$ cat src/rtl/hadd_pkg.sv
package hadd_pkg;

  localparam int GRP = 4;

  // Carries into each bit of a 4-bit group, sum-of-products form from cin.
  function automatic logic [GRP-1:0] grpCarry(input logic [GRP-1:0] g,
                                              input logic [GRP-1:0] p,
                                              input logic cin);
    logic [GRP-1:0] c;
    logic acc;
    logic prod;
    c[0] = cin;
    for (int i = 1; i < GRP; i++) begin
      acc = cin;
      for (int k = 0; k < i; k++) acc = acc & p[k];
      for (int j = 0; j < i; j++) begin
        prod = g[j];
        for (int k = j + 1; k < i; k++) prod = prod & p[k];
        acc = acc | prod;
      end
      c[i] = acc;
    end
    return c;
  endfunction

  // Group generate: a carry leaves the group with no carry entering it.
  function automatic logic grpGenerate(input logic [GRP-1:0] g,
                                       input logic [GRP-1:0] p);
    logic acc;
    logic prod;
    acc = 1'b0;
    for (int j = 0; j < GRP; j++) begin
      prod = g[j];
      for (int k = j + 1; k < GRP; k++) prod = prod & p[k];
      acc = acc | prod;
    end
    return acc;
  endfunction

endpackage

$ cat src/rtl/hadd_lookahead.sv
module hadd_lookahead #(
  parameter int W = 8
) (
  input  logic [W-1:0] segA,
  input  logic [W-1:0] segB,
  input  logic         segCin,
  output logic [W-1:0] segSum,
  output logic         segCout
);
  import hadd_pkg::*;

  localparam int G    = (W + GRP - 1) / GRP;
  localparam int PADW = G * GRP;

  logic [PADW-1:0] gBits;
  logic [PADW-1:0] pBits;
  logic [PADW-1:0] bitCarry;
  logic [G-1:0]    grpGen;
  logic [G-1:0]    grpProp;
  logic [G:0]      grpCin;

  // Pad bits neither generate nor stop a carry.
  always_comb begin
    gBits = '0;
    pBits = '1;
    gBits[W-1:0] = segA & segB;
    pBits[W-1:0] = segA ^ segB;
  end

  for (genvar k = 0; k < G; k++) begin : g_grp
    assign grpGen[k]  = grpGenerate(gBits[k*GRP +: GRP], pBits[k*GRP +: GRP]);
    assign grpProp[k] = &pBits[k*GRP +: GRP];
    assign bitCarry[k*GRP +: GRP] =
      grpCarry(gBits[k*GRP +: GRP], pBits[k*GRP +: GRP], grpCin[k]);
  end

  // Second lookahead level across groups.
  always_comb begin
    logic acc;
    logic prod;
    grpCin[0] = segCin;
    for (int k = 0; k < G; k++) begin
      acc = segCin;
      for (int j = 0; j <= k; j++) acc = acc & grpProp[j];
      for (int j = 0; j <= k; j++) begin
        prod = grpGen[j];
        for (int m = j + 1; m <= k; m++) prod = prod & grpProp[m];
        acc = acc | prod;
      end
      grpCin[k+1] = acc;
    end
  end

  assign segSum  = pBits[W-1:0] ^ bitCarry[W-1:0];
  assign segCout = grpCin[G];

  if (PADW > W) begin : g_pad
    logic unusedPad;
    assign unusedPad = ^bitCarry[PADW-1:W];
    // The carry seen by the first pad bit is the real carry out of the
    // short group, so it must match the second-level result.
    always_comb begin
      AST_LA_SHORT_GROUP: assert (bitCarry[W] == segCout)
        else $error("lookahead short group carry mismatch");
    end
  end

endmodule

$ cat src/rtl/hadd_skip.sv
module hadd_skip #(
  parameter int W = 8
) (
  input  logic [W-1:0] segA,
  input  logic [W-1:0] segB,
  input  logic         segCin,
  output logic [W-1:0] segSum,
  output logic         segCout
);
  import hadd_pkg::*;

  localparam int B    = (W + GRP - 1) / GRP;
  localparam int PADW = B * GRP;

  logic [PADW-1:0] gBits;
  logic [PADW-1:0] pBits;
  logic [PADW-1:0] bitCarry;
  logic [B:0]      blkCarry;
  logic [B-1:0]    ripOut;
  logic [B-1:0]    skipAll;

  always_comb begin
    gBits = '0;
    pBits = '1;
    gBits[W-1:0] = segA & segB;
    pBits[W-1:0] = segA ^ segB;
  end

  always_comb begin
    logic c;
    logic allP;
    blkCarry[0] = segCin;
    for (int k = 0; k < B; k++) begin
      c    = blkCarry[k];
      allP = 1'b1;
      for (int i = 0; i < GRP; i++) begin
        bitCarry[k*GRP + i] = c;
        c    = gBits[k*GRP + i] | (pBits[k*GRP + i] & c);
        allP = allP & pBits[k*GRP + i];
      end
      ripOut[k]     = c;
      skipAll[k]    = allP;
      blkCarry[k+1] = allP ? blkCarry[k] : c;
    end
  end

  assign segSum  = pBits[W-1:0] ^ bitCarry[W-1:0];
  assign segCout = blkCarry[B];

  always_comb begin
    for (int k = 0; k < B; k++) begin
      AST_SKIP_AGREES: assert (!skipAll[k] || (ripOut[k] == blkCarry[k]))
        else $error("skip bypass disagrees with ripple in block %0d", k);
    end
  end

  if (PADW > W) begin : g_pad
    logic unusedPad;
    assign unusedPad = ^bitCarry[PADW-1:W];
  end

endmodule

$ cat src/rtl/hadd_ripple.sv
module hadd_ripple #(
  parameter int W = 8
) (
  input  logic [W-1:0] segA,
  input  logic [W-1:0] segB,
  input  logic         segCin,
  output logic [W-1:0] segSum,
  output logic         segCout
);

  always_comb begin
    logic c;
    c = segCin;
    for (int i = 0; i < W; i++) begin
      segSum[i] = segA[i] ^ segB[i] ^ c;
      c = (segA[i] & segB[i]) | (c & (segA[i] ^ segB[i]));
    end
    segCout = c;
  end

endmodule

$ cat src/rtl/hetero_adder.sv
module hetero_adder #(
  parameter int WIDTH  = 128,
  parameter int LOOK_W = 64,
  parameter int SKIP_W = 32,
  parameter int RIP_W  = 32
) (
  input  logic [WIDTH-1:0] opA,
  input  logic [WIDTH-1:0] opB,
  input  logic             carryIn,
  output logic [WIDTH-1:0] sumOut,
  output logic             carryOut
);

  localparam int SKIP_LO = LOOK_W;
  localparam int RIP_LO  = LOOK_W + SKIP_W;
  localparam bit CFG_BAD = (LOOK_W + SKIP_W + RIP_W != WIDTH) ||
                           (LOOK_W < 0) || (SKIP_W < 0) || (RIP_W < 0) ||
                           (LOOK_W == 1) || (SKIP_W == 1) || (RIP_W == 1);

  if (CFG_BAD) begin : g_bad_cfg
    $error("segment widths must sum to WIDTH and each present one be >= 2");
  end

  logic cLook;
  logic cSkip;

  if (LOOK_W > 0) begin : g_look
    hadd_lookahead #(.W(LOOK_W)) u_look (
      .segA(opA[LOOK_W-1:0]), .segB(opB[LOOK_W-1:0]), .segCin(carryIn),
      .segSum(sumOut[LOOK_W-1:0]), .segCout(cLook));
  end else begin : g_look_wire
    assign cLook = carryIn;
  end

  if (SKIP_W > 0) begin : g_skip
    hadd_skip #(.W(SKIP_W)) u_skip (
      .segA(opA[RIP_LO-1:SKIP_LO]), .segB(opB[RIP_LO-1:SKIP_LO]),
      .segCin(cLook), .segSum(sumOut[RIP_LO-1:SKIP_LO]), .segCout(cSkip));
  end else begin : g_skip_wire
    assign cSkip = cLook;
  end

  if (RIP_W > 0) begin : g_rip
    hadd_ripple #(.W(RIP_W)) u_rip (
      .segA(opA[WIDTH-1:RIP_LO]), .segB(opB[WIDTH-1:RIP_LO]),
      .segCin(cSkip), .segSum(sumOut[WIDTH-1:RIP_LO]), .segCout(carryOut));
  end else begin : g_rip_wire
    assign carryOut = cSkip;
  end

  always_comb begin
    AST_SUM_EXACT: assert ({carryOut, sumOut} ==
                           ({1'b0, opA} + {1'b0, opB} + {{WIDTH{1'b0}}, carryIn}))
      else $error("sum mismatch");
    AST_ZERO_NO_CARRY: assert (!((opA == '0) && (opB == '0)) || !carryOut)
      else $error("carry out of zero operands");
    AST_ONES_WRAP: assert (!((&opA) && (opB == '0) && carryIn) ||
                           (carryOut && (sumOut == '0)))
      else $error("all-ones plus carry did not wrap");
  end

endmodule

$ cat config.mk
export PLATFORM = sky130hd
export DESIGN_NAME = hetero_adder
export DESIGN_NICKNAME = d
export VERILOG_FILES = /design/src/rtl/hadd_pkg.sv /design/src/rtl/hadd_lookahead.sv /design/src/rtl/hadd_skip.sv /design/src/rtl/hadd_ripple.sv /design/src/rtl/hetero_adder.sv
export SDC_FILE = /design/constraint.sdc
export NUM_CORES = 1
export LEC_CHECK = 0
export ABC_AREA = 1
export BUFFER_PORTS_ARGS = -buffer_cell sky130_fd_sc_hd__buf_2
export CORE_AREA = 2 2 149 151
export DETAILED_ROUTE_END_ITERATION = 6
export DIE_AREA = 0 0 151 153
export PLACE_DENSITY_LB_ADDON = 0.05
export SLEW_MARGIN = 30
export SYNTH_ARGS = -nofsm -noshare
export SYNTH_HDL_FRONTEND = slang
export SYNTH_SLANG_ARGS = --single-unit
$ cat constraint.sdc
create_clock -name vclk -period 57.4
set_input_delay 0 -clock vclk [all_inputs]
set_output_delay 0 -clock vclk [all_outputs]
set_load 0.05 [all_outputs]
==> reports/metrics.csv, run 1 <==
stage,metric,value,unit
global_route,antenna_found_initial,2,
drt,via_per_inst,4.23,
sta,hold_slack,481,ps
synthesis,synth_fa_ha_area_frac,0.595,
layout,nets,1418,
synthesis,synth_compound_area_frac,0.0493,
synthesis,synth_area_per_cell,8.69,µm²
synthesis,syn_area,5050,µm²
layout,syn2layout_area_growth,45.2,%
place,place_hpwl,17400,µm
floorplan,die-height,153,µm
clock_network,hold_buffers,0,
drt,ant_nets,0,
synthesis,synth_top_family_by_area,adder cells,
drt,drc,0,
critical_path,slowest_delay,440,ps
power_and_ir_drop,cellLeakagePower,4.05,nW
sta,setup_viol,0,
power_and_ir_drop,p_seq_frac,0,
drt,firstDrtPassIters,4,
global_route,grt_max_degree,10,
layout,final_area,7340,µm²
sta,fin_setup_tns,0,ps
global_route,grt_pass1_wl,27900,µm
layout,utilization,0.341,
critical_path,crit_fanout,3,
flow_run,drv_cap,0,
power_and_ir_drop,p_switching,111,µW
layout,seq_area,0,µm²
power_and_ir_drop,power,149,µW
power_and_ir_drop,power_switching_share,0.742,
sta,drv_slew,0,
place,gp_congestion,0.835,
global_route,grt_pass1_vias,5573,
sta,hold_viol_final,0,
hold_path,min_from,opB[107],
sta,rsz0062_at_grt,false,
layout,fill_cells,2385,
critical_path,end_kind,output port,
critical_path,cp.required,57400,ps
global_route,grt_overflow,0,
layout,drive_above_1_share,0.446,
synthesis,yosysWarnings,0,
power_and_ir_drop,clkPwrFrac,0,
critical_path,cp_slowest_cell,nor3b_1,
run_status,outcome,"complete, no violations",
floorplan,fp.dieW,151,µm
critical_path,crit_arrival,29250,ps
clock_network,post_cts_buffers,0,
power_and_ir_drop,p_comb_frac,1.000,
synthesis,synthDistinctLibCells,30,
synthesis,synthSimpleGateAreaFrac,0.230,
floorplan,rows,54,
power_and_ir_drop,powerDensity,20.3,nW/µm²
critical_path,crit_top_cell,fa_1,
drt,wl_per_cell,14.4,µm
floorplan,core_area,21500,µm²
drt,drt_iter0_drc,108,
hold_path,holdPathStages,3,
synthesis,synthMuxAreaShare,0,
synthesis,synthXorXnorAreaFrac,0.0832,
floorplan,start_util,0.235,
floorplan,dieArea,23100,µm²
critical_path,critPathLaunchType,primary input,
synthesis,syn-instance-count,581,
hold_path,hold_path_class,in2out,
sta,min_period,29250,ps
global_route,track_usage,0.150,
power_and_ir_drop,vdd_drop_max,0.00942,mV
power_and_ir_drop,p_int,38.4,µW
clock_network,cts_resized,0,
synthesis,syn_nets,1030,
drt,routed_wirelength,18000,µm
synthesis,ys_seq_area_frac,0,
sta,max_freq,34.2,MHz
place,port_buffers,386,
sta,finalCritPeriodShare,0.510,
floorplan,io_pins,386,
drt,vias,5278,
layout,numSequentialCells,0,
layout,clkbuf_count,0,
sta,slew_headroom,0.559,
place,place_area,7330,µm²
critical_path,criticalPathCategory,in2out,
hold_path,whs_endpoint,sumOut[107],
sta,worstMarginPinSlew,655,ps
## layer usage
| layer | GRT usage | share of wire |
|---|---|---|
| met3 | 0.0227 | 0.081 |
| met5 | 0 | 0.00072 |
| met4 | 0.0116 | 0.0080 |
| met2 | 0.281 | 0.50 |
| met1 | 0.186 | 0.41 |
## per-stage QoR
stage	setup slack (ps)	std cells
global route	26840	1248
finish	28150	1248
global placement	28400	1247
CTS	27950	1247
floorplan	29420	581
detailed placement	27990	1247
## cells in the final DEF, fill, tap and decap left out, types with 2 or more instances in the layout
master / instances
a21oi_1: 31
nand2_2: 8
or2_2: 6
ha_1: 112
nand4_1: 17
xor2_1: 32
buf_2: 386
fa_1: 80
nand2_1: 121
o211ai_1: 2
o21ai_0: 3
xnor2_1: 16
inv_2: 9
inv_1: 48
nor3b_1: 2
nor2_4: 4
a211oi_1: 2
a31oi_1: 5
and2_1: 4
nand3_2: 9
nor3_1: 4
nor2_1: 21
nor2_2: 5
nand3_1: 33
## worst max path at each step
stage,endpoint,cells past startpoint,startpoint,slack (ps)
2_1_floorplan,sumOut[127],102,opA[22],29420
6_report,sumOut[127],100,opA[34],28150
3_5_place_dp,sumOut[127],100,opA[34],27990
5_1_grt,sumOut[127],100,opA[34],26840
4_1_cts,sumOut[127],100,opA[34],27950
3_3_place_gp,sumOut[127],100,opA[37],28400
## power groups by stage
stage / sequential, mW / clock (mW) / combinational (mW)
2_1_floorplan: 0 / 0 / 0.118
3_3_place_gp: 0 / 0 / 0.152
3_5_place_dp: 0 / 0 / 0.151
4_1_cts: 0 / 0 / 0.151
5_1_grt: 0 / 0.00000000234 / 0.161
6_report: 0 / 0.00000000234 / 0.149
## cell usage after synthesis
cell      instances  area share
nand4_1          17       0.021
nor2_2            5      0.0062
nor3b_1           2      0.0030
o21bai_1          1      0.0015
clkinv_2          1     0.00099
xnor2_1          16       0.028
nor3_2            1      0.0020
inv_2             9      0.0067
nor2_4            4      0.0089
o21ai_0           3      0.0030
o211ai_1          2      0.0030
a211oi_1          2      0.0030
ha_1            112        0.28
nand4_2           1      0.0025
and3_1            1      0.0012
xor2_1           32       0.055
nor2_1           21       0.016
a21oi_1          31       0.031
and2_1            4      0.0050
nand3_2           9       0.018
nand2_1         121       0.090
or2_2             6      0.0074
nand2_2           8      0.0099
a31oi_1           5      0.0062
o311a_1           1      0.0020
inv_1            48       0.036
nor3_1            4      0.0040
nor3b_2           1      0.0025
fa_1             80        0.32
nand3_1          33       0.033
## kinds of logic (layout without fill, tap and decap cells)
group,count (synthesis),after routing
AND/OR/NAND/NOR,238,238
adder cells (fa/ha/maj),192,192
buffers and inverters,58,444
XOR/XNOR,48,48
AO/OA/AOI/OAI,45,45
other,0,1
## area by class of cell
cell class                      count  area (µm²)  area share
Antenna cell                        1        2.50    0.000341
Tap cell                          280         350      0.0478
Multi-Input combinational cell    523        4830       0.659
Timing Repair Buffer              386        1930       0.263
Inverter                           58         219      0.0298
## worst max-delay path, delay by kind of cell
family / cells / cell delay (ps)
and+or+nand+nor: 27 / 4060
buffers and inverters: 7 / 650
AOI/OAI and AO/OA: 1 / 70
adders and majority gates: 65 / 24400
Note: power is estimated with default switching activity, not from simulation.
==> run 2, diff against run 1 <==
Settings changed: CORE_AREA 2 2 149 151 to 2 2 150 152, DIE_AREA 0 0 151 153 to 0 0 152 154.
Clock period 57.4 ns to 26.2 ns, I/O delays scaled along.
==> run 2 against run 1 <==
Effect of this change: largest power group unchanged; flip-flop and latch count is the same; hold slack worse by 21 ps; count of clock-buffer cells in the layout is the same; utilization up 7.9 points; global-route usage increased by 0.60 points; cell area is 24% higher; die area rose by 1.3%; cell count increased by 11%; critical path type unchanged; setup slack worse by 28000 ps; via count up 11%.
==> reports/metrics.csv, run 2 (synthesis gave the netlist of run 1 again) <==
stage,metric,value,unit,change
run_status,outcome,"complete, no violations",,
drt,vias,5849,,+11%
floorplan,die-height,154,µm,+0.65%
global_route,grt_overflow,0,,unchanged
layout,nets,1554,,+9.6%
global_route,grt_pass1_wl,30300,µm,+8.7%
layout,final_common_cell,buf_2,,
drt,drt_iter0_drc,162,,+50%
power_and_ir_drop,power,370,µW,+150%
layout,final_cells,1385,,+11%
layout,syn2layout_area_growth,80.7,%,
floorplan,core_area,21700,µm²,+0.94%
sta,fin_setup_tns,0,ps,unchanged
global_route,grt_pass1_vias,6179,,+11%
floorplan,io_pins,386,,unchanged
critical_path,crit_top_cell,fa_2,,
sta,post-route-worst-setup-slack,250,ps,"-27,900 ps"
flow_run,drv_cap,0,,unchanged
sta,rsz0062_at_grt,true,,
sta,worstMarginPinSlew,484,ps,-172 ps
floorplan,start_util,0.233,,-0.00220
layout,final_area,9130,µm²,+24%
critical_path,end_kind,output port,,
floorplan,rows,54,,unchanged
hold_path,hold_path_class,in2out,,
sta,hold_slack,460,ps,-21.1 ps
sta,max_freq,38.5,MHz,
sta,setup_viol,0,,unchanged
global_route,grt_max_degree,10,,unchanged
global_route,track_usage,0.156,,+0.00604
drt,drc,0,,unchanged
drt,ant_nets,0,,unchanged
floorplan,fp.dieW,152,µm,+0.66%
drt,routed_wirelength,19100,µm,+6.7%
place,dp_worst_setup_slack,-976,ps,"-28,970 ps"
critical_path,criticalPathCategory,in2out,,
clock_network,hold_buffers,0,,unchanged
critical_path,critPathLaunchType,primary input,,
place,dpl.cell_count,1379,,+11%
critical_path,cp.required,26200,ps,"-31,200 ps"
critical_path,slowest_delay,440,ps,about the same
floorplan,dieArea,23400,µm²,+1.3%
critical_path,cp_slowest_cell,fa_1,,
power_and_ir_drop,vdd_drop_max,0.0208,mV,+120%
sta,min_period,25950,ps,
layout,layout_common_cells,"382 x buf_2, 135 x buf_4, 102 x nand2_1",,
power_and_ir_drop,powerDensity,40.5,nW/µm²,+99%
place,place_hpwl,18100,µm,+4.3%
sta,drv_slew,0,,unchanged
layout,seq_area,0,µm²,unchanged
layout,drive_above_1_share,0.636,,+0.190
drt,firstDrtPassIters,4,,unchanged
sta,hold_viol_final,0,,unchanged
sta,slew_headroom,0.674,,+0.116
critical_path,crit_arrival,25950,ps,-3300 ps
critical_path,crit_fanout,3,,unchanged
drt,via_per_inst,4.22,,-0.14%
layout,numSequentialCells,0,,unchanged
place,port_buffers,386,,unchanged
power_and_ir_drop,cellLeakagePower,4.69,nW,+16%
place,place_area,8480,µm²,+16%
drt,wl_per_cell,13.8,µm,-3.9%
global_route,antenna_found_initial,2,,unchanged
place,gp_congestion,0.835,,about the same
layout,clkbuf_count,0,,unchanged
layout,utilization,0.421,,+0.0795
sta,finalCritPeriodShare,0.990,,
[run 2: cell count changes in the layout (fill, tap and decap cells not counted), moves of 19 or more]
cell | previous run | this run
ha_1 | 112 | 77
buf_4 | 0 | 135
ha_4 | 0 | 35
fa_1 | 80 | 18
fa_2 | 0 | 62
nand2_1 | 121 | 102
[run 2: timing repair]
action                                 4_1_cts  5_1_grt
setup endpoints to repair                    4        5
endpoints found under the hold margin        0        0
buffers inserted                             3        1
gates cloned                                 0        0
pin swaps                                    8       15
gates resized for setup                     37       66
[run 2: per-layer routing]
layer | track usage | up-vias | part of all wire
li1 | - | 2948 | -
met1 | 0.191 | 2663 | 0.40
met3 | 0.0251 | 28 | 0.064
met2 | 0.288 | 210 | 0.51
met4 | 0.0307 | 0 | 0.021
met5 | 0 | - | 0
[run 2: final timing paths]
path                  from     endpoint  depth (start not counted)
hold / removal    opB[126]  sumOut[126]                          3
setup / recovery   opA[23]  sumOut[127]                        102
[run 2: critical path, delay by kind of cell]
kind                     cells  cell delay, ps
buffers and inverters        8             640
adder cells (fa/ha/maj)     65           21900
AO/OA/AOI/OAI                1             200
AND/OR/NAND/NOR             28            3140
[run 2: area by class of cell]
| class | instances | area, µm² |
|---|---|---|
| fillers | 2288 | 12600 |
| multi-input cells | 523 | 5540 |
| repair buffers | 522 | 3010 |
| well taps | 280 | 350 |
| inverters | 58 | 226 |
| diodes | 2 | 5.00 |
[run 2: power breakdown]
part	internal [mW]	switching, mW	total [mW]	leakage [nW]
Clock	0.0000000102	0	0.0000000102	0.0000127
Combinational	0.116	0.254	0.370	4.69
Sequential	0	0	0	0
